==> config.mk <==
export PLATFORM = sky130hd
export DESIGN_NAME = fe_frame_shaper
export DESIGN_NICKNAME = d
export VERILOG_FILES = /design/src/rtl/fsf_pkg.sv /design/src/rtl/fsf_bx_counter.sv /design/src/rtl/fsf_event_fifo.sv /design/src/rtl/fsf_sync_patterns.sv /design/src/rtl/fsf_frame_ctrl.sv /design/src/rtl/fe_frame_shaper.sv
export SDC_FILE = /design/constraint.sdc
export NUM_CORES = 1
export LEC_CHECK = 0
export ABC_CLOCK_PERIOD_IN_PS = 4950
export BUFFER_PORTS_ARGS = -buffer_cell sky130_fd_sc_hd__buf_2
export CAP_MARGIN = 20
export CORE_MARGIN = 5
export CORE_UTILIZATION = 60
export DETAILED_ROUTE_END_ITERATION = 8
export GPL_TIMING_DRIVEN = 0
export PLACE_DENSITY = 0.78
export SYNTH_ARGS = -nofsm -noshare
export SYNTH_HDL_FRONTEND = slang
export SYNTH_HIERARCHICAL = 1
export SYNTH_SLANG_ARGS = --single-unit
==> constraint.sdc <==
create_clock -name clk -period 4.95 [get_ports clk]
set_clock_uncertainty 0.15 [all_clocks]
set_input_delay 0.99 -clock clk [delete_from_list [all_inputs] [get_ports clk]]
set_output_delay 0.99 -clock clk [all_outputs]
set_load 0.005 [all_outputs]
==> src/rtl/fsf_pkg.sv <==
package fsf_pkg;

    localparam int TYPE_W = 4;

    typedef enum logic [TYPE_W-1:0] {
        FT_NONE = 4'h0,
        FT_DATA = 4'h1,
        FT_HDR  = 4'h2,
        FT_SYNC = 4'h4
    } frame_type_e;

    typedef enum logic [1:0] {
        ST_RUN  = 2'd0,
        ST_SYNC = 2'd1,
        ST_HOLD = 2'd2
    } fsf_state_e;

endpackage

==> src/rtl/fsf_bx_counter.sv <==
module fsf_bx_counter #(
    parameter int BX_W      = 12,
    parameter int ORBIT_LEN = 3564
) (
    input  logic            clk,
    input  logic            rst_n,
    input  logic            clr,
    output logic [BX_W-1:0] bx_o
);
    localparam logic [BX_W-1:0] LAST = BX_W'(ORBIT_LEN - 1);

    always_ff @(posedge clk or negedge rst_n) begin
        if (!rst_n) begin
            bx_o <= '0;
        end else if (clr || bx_o == LAST) begin
            bx_o <= '0;
        end else begin
            bx_o <= bx_o + 1'b1;
        end
    end
endmodule

==> src/rtl/fsf_event_fifo.sv <==
module fsf_event_fifo #(
    parameter int W     = 16,
    parameter int DEPTH = 8
) (
    input  logic         clk,
    input  logic         rst_n,
    input  logic         flush,
    input  logic         push,
    input  logic [W-1:0] wdata,
    input  logic         pop,
    output logic [W-1:0] rdata,
    output logic         full,
    output logic         empty
);
    localparam int AW = $clog2(DEPTH);

    logic [W-1:0] mem [DEPTH];
    logic [AW:0]  wr_ptr;
    logic [AW:0]  rd_ptr;

    assign empty = (wr_ptr == rd_ptr);
    assign full  = (wr_ptr[AW] != rd_ptr[AW]) && (wr_ptr[AW-1:0] == rd_ptr[AW-1:0]);
    assign rdata = mem[rd_ptr[AW-1:0]];

    always_ff @(posedge clk or negedge rst_n) begin
        if (!rst_n) begin
            wr_ptr <= '0;
            rd_ptr <= '0;
        end else if (flush) begin
            wr_ptr <= '0;
            rd_ptr <= '0;
        end else begin
            if (push) wr_ptr <= wr_ptr + 1'b1;
            if (pop)  rd_ptr <= rd_ptr + 1'b1;
        end
    end

    always_ff @(posedge clk) begin
        if (push && !flush) begin
            mem[wr_ptr[AW-1:0]] <= wdata;
        end
    end
endmodule

==> src/rtl/fsf_sync_patterns.sv <==
module fsf_sync_patterns #(
    parameter int W = 16,
    parameter int N = 16,
    localparam int IW = $clog2(N)
) (
    input  logic          clk,
    input  logic          rst_n,
    input  logic          we,
    input  logic [IW-1:0] waddr,
    input  logic [W-1:0]  wdata,
    input  logic [IW-1:0] raddr,
    output logic [W-1:0]  rdata
);
    logic [W-1:0] regs [N];

    for (genvar i = 0; i < N; i++) begin : g_entry
        always_ff @(posedge clk or negedge rst_n) begin
            if (!rst_n) begin
                regs[i] <= '0;
            end else if (we && waddr == IW'(i)) begin
                regs[i] <= wdata;
            end
        end
    end

    assign rdata = regs[raddr];
endmodule

==> src/rtl/fsf_frame_ctrl.sv <==
module fsf_frame_ctrl
    import fsf_pkg::*;
#(
    parameter int PIDX_W = 4
) (
    input  logic              clk,
    input  logic              rst_n,
    input  logic              cmd_fersrt,
    input  logic              cmd_sync,
    input  logic              cmd_idle,
    input  logic              din_valid,
    input  logic              fifo_full,
    input  logic              fifo_empty,
    input  logic [PIDX_W-1:0] len_m1,
    output logic              fifo_flush,
    output logic              fifo_push,
    output logic              fifo_pop,
    output logic [PIDX_W-1:0] pat_idx,
    output frame_type_e       ftype,
    output logic              err_o
);
    fsf_state_e        state_q;
    fsf_state_e        state_d;
    logic [PIDX_W-1:0] idx_q;
    logic [PIDX_W-1:0] len_q;
    logic              ovfl;

    // State register together with the pattern index, latched length and error flag
    always_ff @(posedge clk or negedge rst_n) begin
        if (!rst_n) begin
            state_q <= ST_RUN;
            idx_q   <= '0;
            len_q   <= '0;
            err_o   <= 1'b0;
        end else begin
            state_q <= state_d;
            if (cmd_fersrt) begin
                idx_q <= '0;
                err_o <= 1'b0;
            end else if (cmd_sync) begin
                idx_q <= PIDX_W'(1);
                len_q <= len_m1;
                err_o <= 1'b0;
            end else begin
                if (state_q == ST_SYNC) idx_q <= idx_q + 1'b1;
                if (ovfl)               err_o <= 1'b1;
            end
        end
    end

    // Next-state logic
    always_comb begin
        state_d = state_q;
        if (cmd_fersrt) begin
            state_d = ST_RUN;
        end else if (cmd_sync) begin
            state_d = (len_m1 == '0) ? ST_RUN : ST_SYNC;
        end else begin
            unique case (state_q)
                ST_RUN:  if (ovfl) state_d = ST_HOLD;
                ST_SYNC: if (idx_q == len_q) state_d = (err_o || ovfl) ? ST_HOLD : ST_RUN;
                ST_HOLD: state_d = ST_HOLD;
                default: state_d = ST_RUN;
            endcase
        end
    end

    // Outputs
    always_comb begin
        fifo_flush = 1'b0;
        fifo_push  = 1'b0;
        fifo_pop   = 1'b0;
        ovfl       = 1'b0;
        pat_idx    = idx_q;
        ftype      = FT_HDR;
        if (cmd_fersrt) begin
            fifo_flush = 1'b1;
        end else if (cmd_sync) begin
            fifo_flush = 1'b1;
            pat_idx    = '0;
            ftype      = FT_SYNC;
        end else begin
            unique case (state_q)
                ST_RUN: begin
                    fifo_pop  = !cmd_idle && !fifo_empty;
                    ftype     = fifo_pop ? FT_DATA : FT_HDR;
                    fifo_push = din_valid && (!fifo_full || fifo_pop);
                    ovfl      = din_valid && fifo_full && !fifo_pop;
                end
                ST_SYNC: begin
                    ftype     = FT_SYNC;
                    fifo_push = din_valid && !fifo_full;
                    ovfl      = din_valid && fifo_full;
                end
                ST_HOLD: begin
                    ftype = FT_HDR;
                end
                default: begin
                    ftype = FT_HDR;
                end
            endcase
        end
    end
endmodule

==> src/rtl/fe_frame_shaper.sv <==
module fe_frame_shaper
    import fsf_pkg::*;
#(
    parameter int BX_W      = 12,
    parameter int ORBIT_LEN = 3564,
    parameter int PAY_W     = 16,
    parameter int BUF_DEPTH = 8,
    parameter int PAT_DEPTH = 16,
    localparam int PIDX_W   = $clog2(PAT_DEPTH),
    localparam int FRAME_W  = TYPE_W + BX_W + PAY_W
) (
    input  logic               clk,
    input  logic               rst_n,
    input  logic               cmd_bxrst,
    input  logic               cmd_fersrt,
    input  logic               cmd_hdr,
    input  logic               cmd_veto,
    input  logic               cmd_sync,
    input  logic               din_valid,
    input  logic [PAY_W-1:0]   din,
    input  logic               pat_we,
    input  logic [PIDX_W-1:0]  pat_addr,
    input  logic [PAY_W-1:0]   pat_wdata,
    input  logic [PIDX_W-1:0]  sync_len_m1,
    output logic [FRAME_W-1:0] frame_o,
    output logic               err_o
);
    logic [BX_W-1:0]   bx_cnt;
    logic              fifo_flush;
    logic              fifo_push;
    logic              fifo_pop;
    logic              fifo_full;
    logic              fifo_empty;
    logic [PAY_W-1:0]  fifo_rdata;
    logic [PIDX_W-1:0] pat_idx;
    logic [PAY_W-1:0]  pat_rdata;
    frame_type_e       ftype;
    logic [PAY_W-1:0]  payload;

    fsf_bx_counter #(.BX_W(BX_W), .ORBIT_LEN(ORBIT_LEN)) u_bx (
        .clk   (clk),
        .rst_n (rst_n),
        .clr   (cmd_bxrst),
        .bx_o  (bx_cnt)
    );

    fsf_event_fifo #(.W(PAY_W), .DEPTH(BUF_DEPTH)) u_fifo (
        .clk   (clk),
        .rst_n (rst_n),
        .flush (fifo_flush),
        .push  (fifo_push),
        .wdata (din),
        .pop   (fifo_pop),
        .rdata (fifo_rdata),
        .full  (fifo_full),
        .empty (fifo_empty)
    );

    fsf_sync_patterns #(.W(PAY_W), .N(PAT_DEPTH)) u_pat (
        .clk   (clk),
        .rst_n (rst_n),
        .we    (pat_we),
        .waddr (pat_addr),
        .wdata (pat_wdata),
        .raddr (pat_idx),
        .rdata (pat_rdata)
    );

    fsf_frame_ctrl #(.PIDX_W(PIDX_W)) u_ctrl (
        .clk        (clk),
        .rst_n      (rst_n),
        .cmd_fersrt (cmd_fersrt),
        .cmd_sync   (cmd_sync),
        .cmd_idle   (cmd_hdr || cmd_veto),
        .din_valid  (din_valid),
        .fifo_full  (fifo_full),
        .fifo_empty (fifo_empty),
        .len_m1     (sync_len_m1),
        .fifo_flush (fifo_flush),
        .fifo_push  (fifo_push),
        .fifo_pop   (fifo_pop),
        .pat_idx    (pat_idx),
        .ftype      (ftype),
        .err_o      (err_o)
    );

    always_comb begin
        unique case (ftype)
            FT_SYNC: payload = pat_rdata;
            FT_DATA: payload = fifo_rdata;
            default: payload = '0;
        endcase
    end

    always_ff @(posedge clk or negedge rst_n) begin
        if (!rst_n) begin
            frame_o <= '0;
        end else begin
            frame_o <= {ftype, bx_cnt, payload};
        end
    end
endmodule

==> results.ini <==
[status]
status=completed

[timing]
worst-slew-pin-transition_ps=958
fin_ws_ps=1020
layout_min_cycle_time_ps=3930
max_slew_margin_pct=35.8
slew_violations=0
fin_crit_sh_pct=79.4
finalHoldViolCount=0
setup_tns_ps=0
setup_viol=0
timing.fmax_mhz=254
rsz0062_at_grt=no

[synthesis]
synth.distinct_cells=51
synth_seq_cells=447
ys_async_sr_fraction_pct=71.4
ys_seq_area_share_pct=61.1
syn_area_per_cell_um2=16.6
synth-warning-count=6
syn-num-nets=1223
yosysMostFrequentCell=dfrtp_1
synthDominantCellAreaShare_pct=41.2
postSynthCellCount=1169
synth_edf_count=128
synth_common_cells=dfrtp_1 (319), mux2_2 (246), edfxtp_1 (128)
synth.area.top_cells=dfrtp_1 (41%), edfxtp_1 (20%), mux2_2 (14%)
synth_flop_cell=dfrtp_1
synth_area_um2=19400
synth_area_leader_cell=dfrtp_1

[die]
fp.dieH_um=190
pin_count=82
rows=65
fp.dieW_um=190
start_util_pct=61.0
die_area_um2=36000
core-area_um2=31700

[clocking]
cts_hold_buf=0
htreeDepth=2
clock-sinks=447
cts_tree=done
cts_setup_buffers=0
clk_pin_slew_ps=60
ctsResizeCount=0
insertion_delay_ps=540
cts-root-buf=clkbuf_16
clockBufferDepth=3
cts_inserted_buffers=44

[placed_design]
hpwlAfterDp_um=29200
place_inst=1667
pre_cts_slack_ps=524
postPlaceCellArea_um2=20500
port_buffers=80
gp_congestion=0.793

[power]
peakVddDrop_uv=314
p_leak_nw=8.85
powerDensity_nw_per_um2=406

[worst_setup_path]
endpoint_kind=register
critPathLaunchType=register
r2r_slack_ps=1020
r2r_cells=10
cp-endpoint=u_fifo/mem[6][14]
cpMostUsedCell=clkbuf_1
worst_ep_required_time_ps=5040
crit_chain=clkbuf_1 > xnor2_1 > nand3_1 > nor2b_1 > or3_4 > a2111oi_2 > clkbuf_1 > nand2_1 > nor3_2 > buf_6
max_stage_delay_ps=760
cpMaxStageDelayCell=nor3_2
arrival_ps=4020
cp_max_fo=10
reg2reg_to=u_fifo/mem[6][14]
worstReg2RegStart=u_fifo/rd_ptr[2]
cp-startpoint=u_fifo/rd_ptr[2]
path_class=reg -> reg

[cells_and_area]
final_util_pct=69.3
fin_cells=1751
drive_above_1_share_pct=41.9
fin_nets=1366
finalInstanceArea_um2=22000
syn_to_final_growth_pct=13.5

[routing]
first_pass_iters=5
drt_iter0_markers=762
drcViolationCount=0
vias_per_cell=6.23
wl_per_cell_um=23.9
wl_met3_um=2700
via_count=10906
wl_met1_um=17900
wl_met2_um=20300
antenna_left=0
totalWireLength_um=41800
top_layer=met5

[min_path]
hold_class=reg -> reg

[grt]
grt_pass1_vias=11766
grt_first_pass_wirelength_um=67600
grt_usage_pct=24.0
antenna_found_initial=3
gr-total-overflow=0
grt_max_degree=121

[job]
drv_cap=0

-- metal layers --
metal  GRT usage (%)  vias to the layer above
met1            34.8                     5722
li1                -                     4754
met3            4.39                       76
met4            5.84                        2
met2            38.6                      352
met5               0                        -
-- logic make-up after synthesis --
logic type                 after synthesis  share of synthesized area, %
buffers and inverters                   97                          2.54
and+or+nand+nor                        147                          4.41
other                                    1                        0.0194
muxes                                  375                          27.9
xor gates and xnor gates                18                         0.814
AOI/OAI and AO/OA                       79                          2.93
adders and majority gates                5                         0.323
DFF                                    447                          61.1
-- where the power goes --
| part | switching, mW | internal, mW |
|---|---|---|
| combinational | 0.422 | 0.663 |
| sequential | 0.260 | 4.30 |
| clock | 1.37 | 1.91 |
-- stage by stage --
step | total power [mW] | hold slack, ps
finish | 8.92 | 281
global route | 9.30 | 318
CTS | 8.99 | 288
detailed placement | 5.72 | 268
global placement | 5.64 | 277
floorplan | 5.36 | 237
-- area by class of cell --
cell class                      count  area, µm²
Antenna cell                        1       2.50
Buffer                             88        458
Clock buffer                       62       1310
Clock inverter                     20        138
Fill cell                        2066       9740
Inverter                            9       33.8
Multi-Input combinational cell    625       7080
Sequential cell                   447      11800
Tap cell                          402        503
Timing Repair Buffer               97        619
-- critical path: cells and delay by family, from the launching register on --
family | cells | cell delay [ps]
xor+xnor | 1 | 160
flops | 1 | 330
compound gates | 1 | 350
simple gates | 5 | 1520
buf+inv | 3 | 1120
-- worst min path at each step --
stage             startpoint          end  slack [ps]  cells past startpoint
6_report       u_bx/bx_o[11]  frame_o[27]         280                      0
3_3_place_gp   u_bx/bx_o[11]  frame_o[27]         280                      0
4_1_cts        u_bx/bx_o[11]  frame_o[27]         290                      0
5_1_grt        u_bx/bx_o[11]  frame_o[27]         320                      0
3_5_place_dp   u_bx/bx_o[11]  frame_o[27]         270                      0
2_1_floorplan  u_bx/bx_o[11]  frame_o[27]         240                      0
-- cell usage in the layout (no fill, tap or decap), types with 3 or more instances in the layout --
| cell | netlist | final |
|---|---|---|
| edfxtp_1 | 128 | 128 |
| mux2i_1 | 3 | 3 |
| buf_4 | 4 | 9 |
| mux2_1 | 30 | 30 |
| clkbuf_8 | 0 | 10 |
| a22oi_1 | 32 | 32 |
| mux4_1 | 25 | 25 |
| nand3b_1 | 36 | 36 |
| or4_1 | 3 | 3 |
| inv_1 | 9 | 9 |
| mux2_2 | 246 | 246 |
| mux4_2 | 71 | 71 |
| clkbuf_16 | 0 | 46 |
| and2_1 | 5 | 5 |
| nand4_1 | 5 | 5 |
| xor2_1 | 7 | 7 |
| dfrtp_1 | 319 | 319 |
| clkinvlp_4 | 0 | 3 |
| o21ai_0 | 5 | 5 |
| nor3_2 | 0 | 4 |
| nor4_2 | 0 | 3 |
| buf_2 | 35 | 114 |
| nand2_1 | 23 | 23 |
| or3_1 | 8 | 8 |
| clkbuf_1 | 38 | 44 |
| buf_1 | 3 | 3 |
| o31ai_1 | 3 | 3 |
| ha_1 | 5 | 5 |
| buf_6 | 7 | 16 |
| nand2b_1 | 8 | 8 |
| xnor2_1 | 11 | 11 |
| a21oi_2 | 10 | 10 |
| nor2b_1 | 3 | 3 |
| nor2_2 | 4 | 5 |
| nor2_1 | 25 | 24 |
| clkinv_2 | 0 | 12 |
| a21oi_1 | 20 | 20 |
| nand3_1 | 9 | 9 |
-- flip-flops by register name (all words and copies together) (netlist names) --
signal	count
u_pat/regs	256
u_fifo/mem	128
frame_o	32
u_bx/bx_o	12
u_ctrl/idx_q	4
u_ctrl/len_q	4
u_fifo/rd_ptr	4
u_fifo/wr_ptr	4
u_ctrl/state_q	2
u_ctrl/err_o	1
Note: power is estimated with default switching activity, not from simulation.
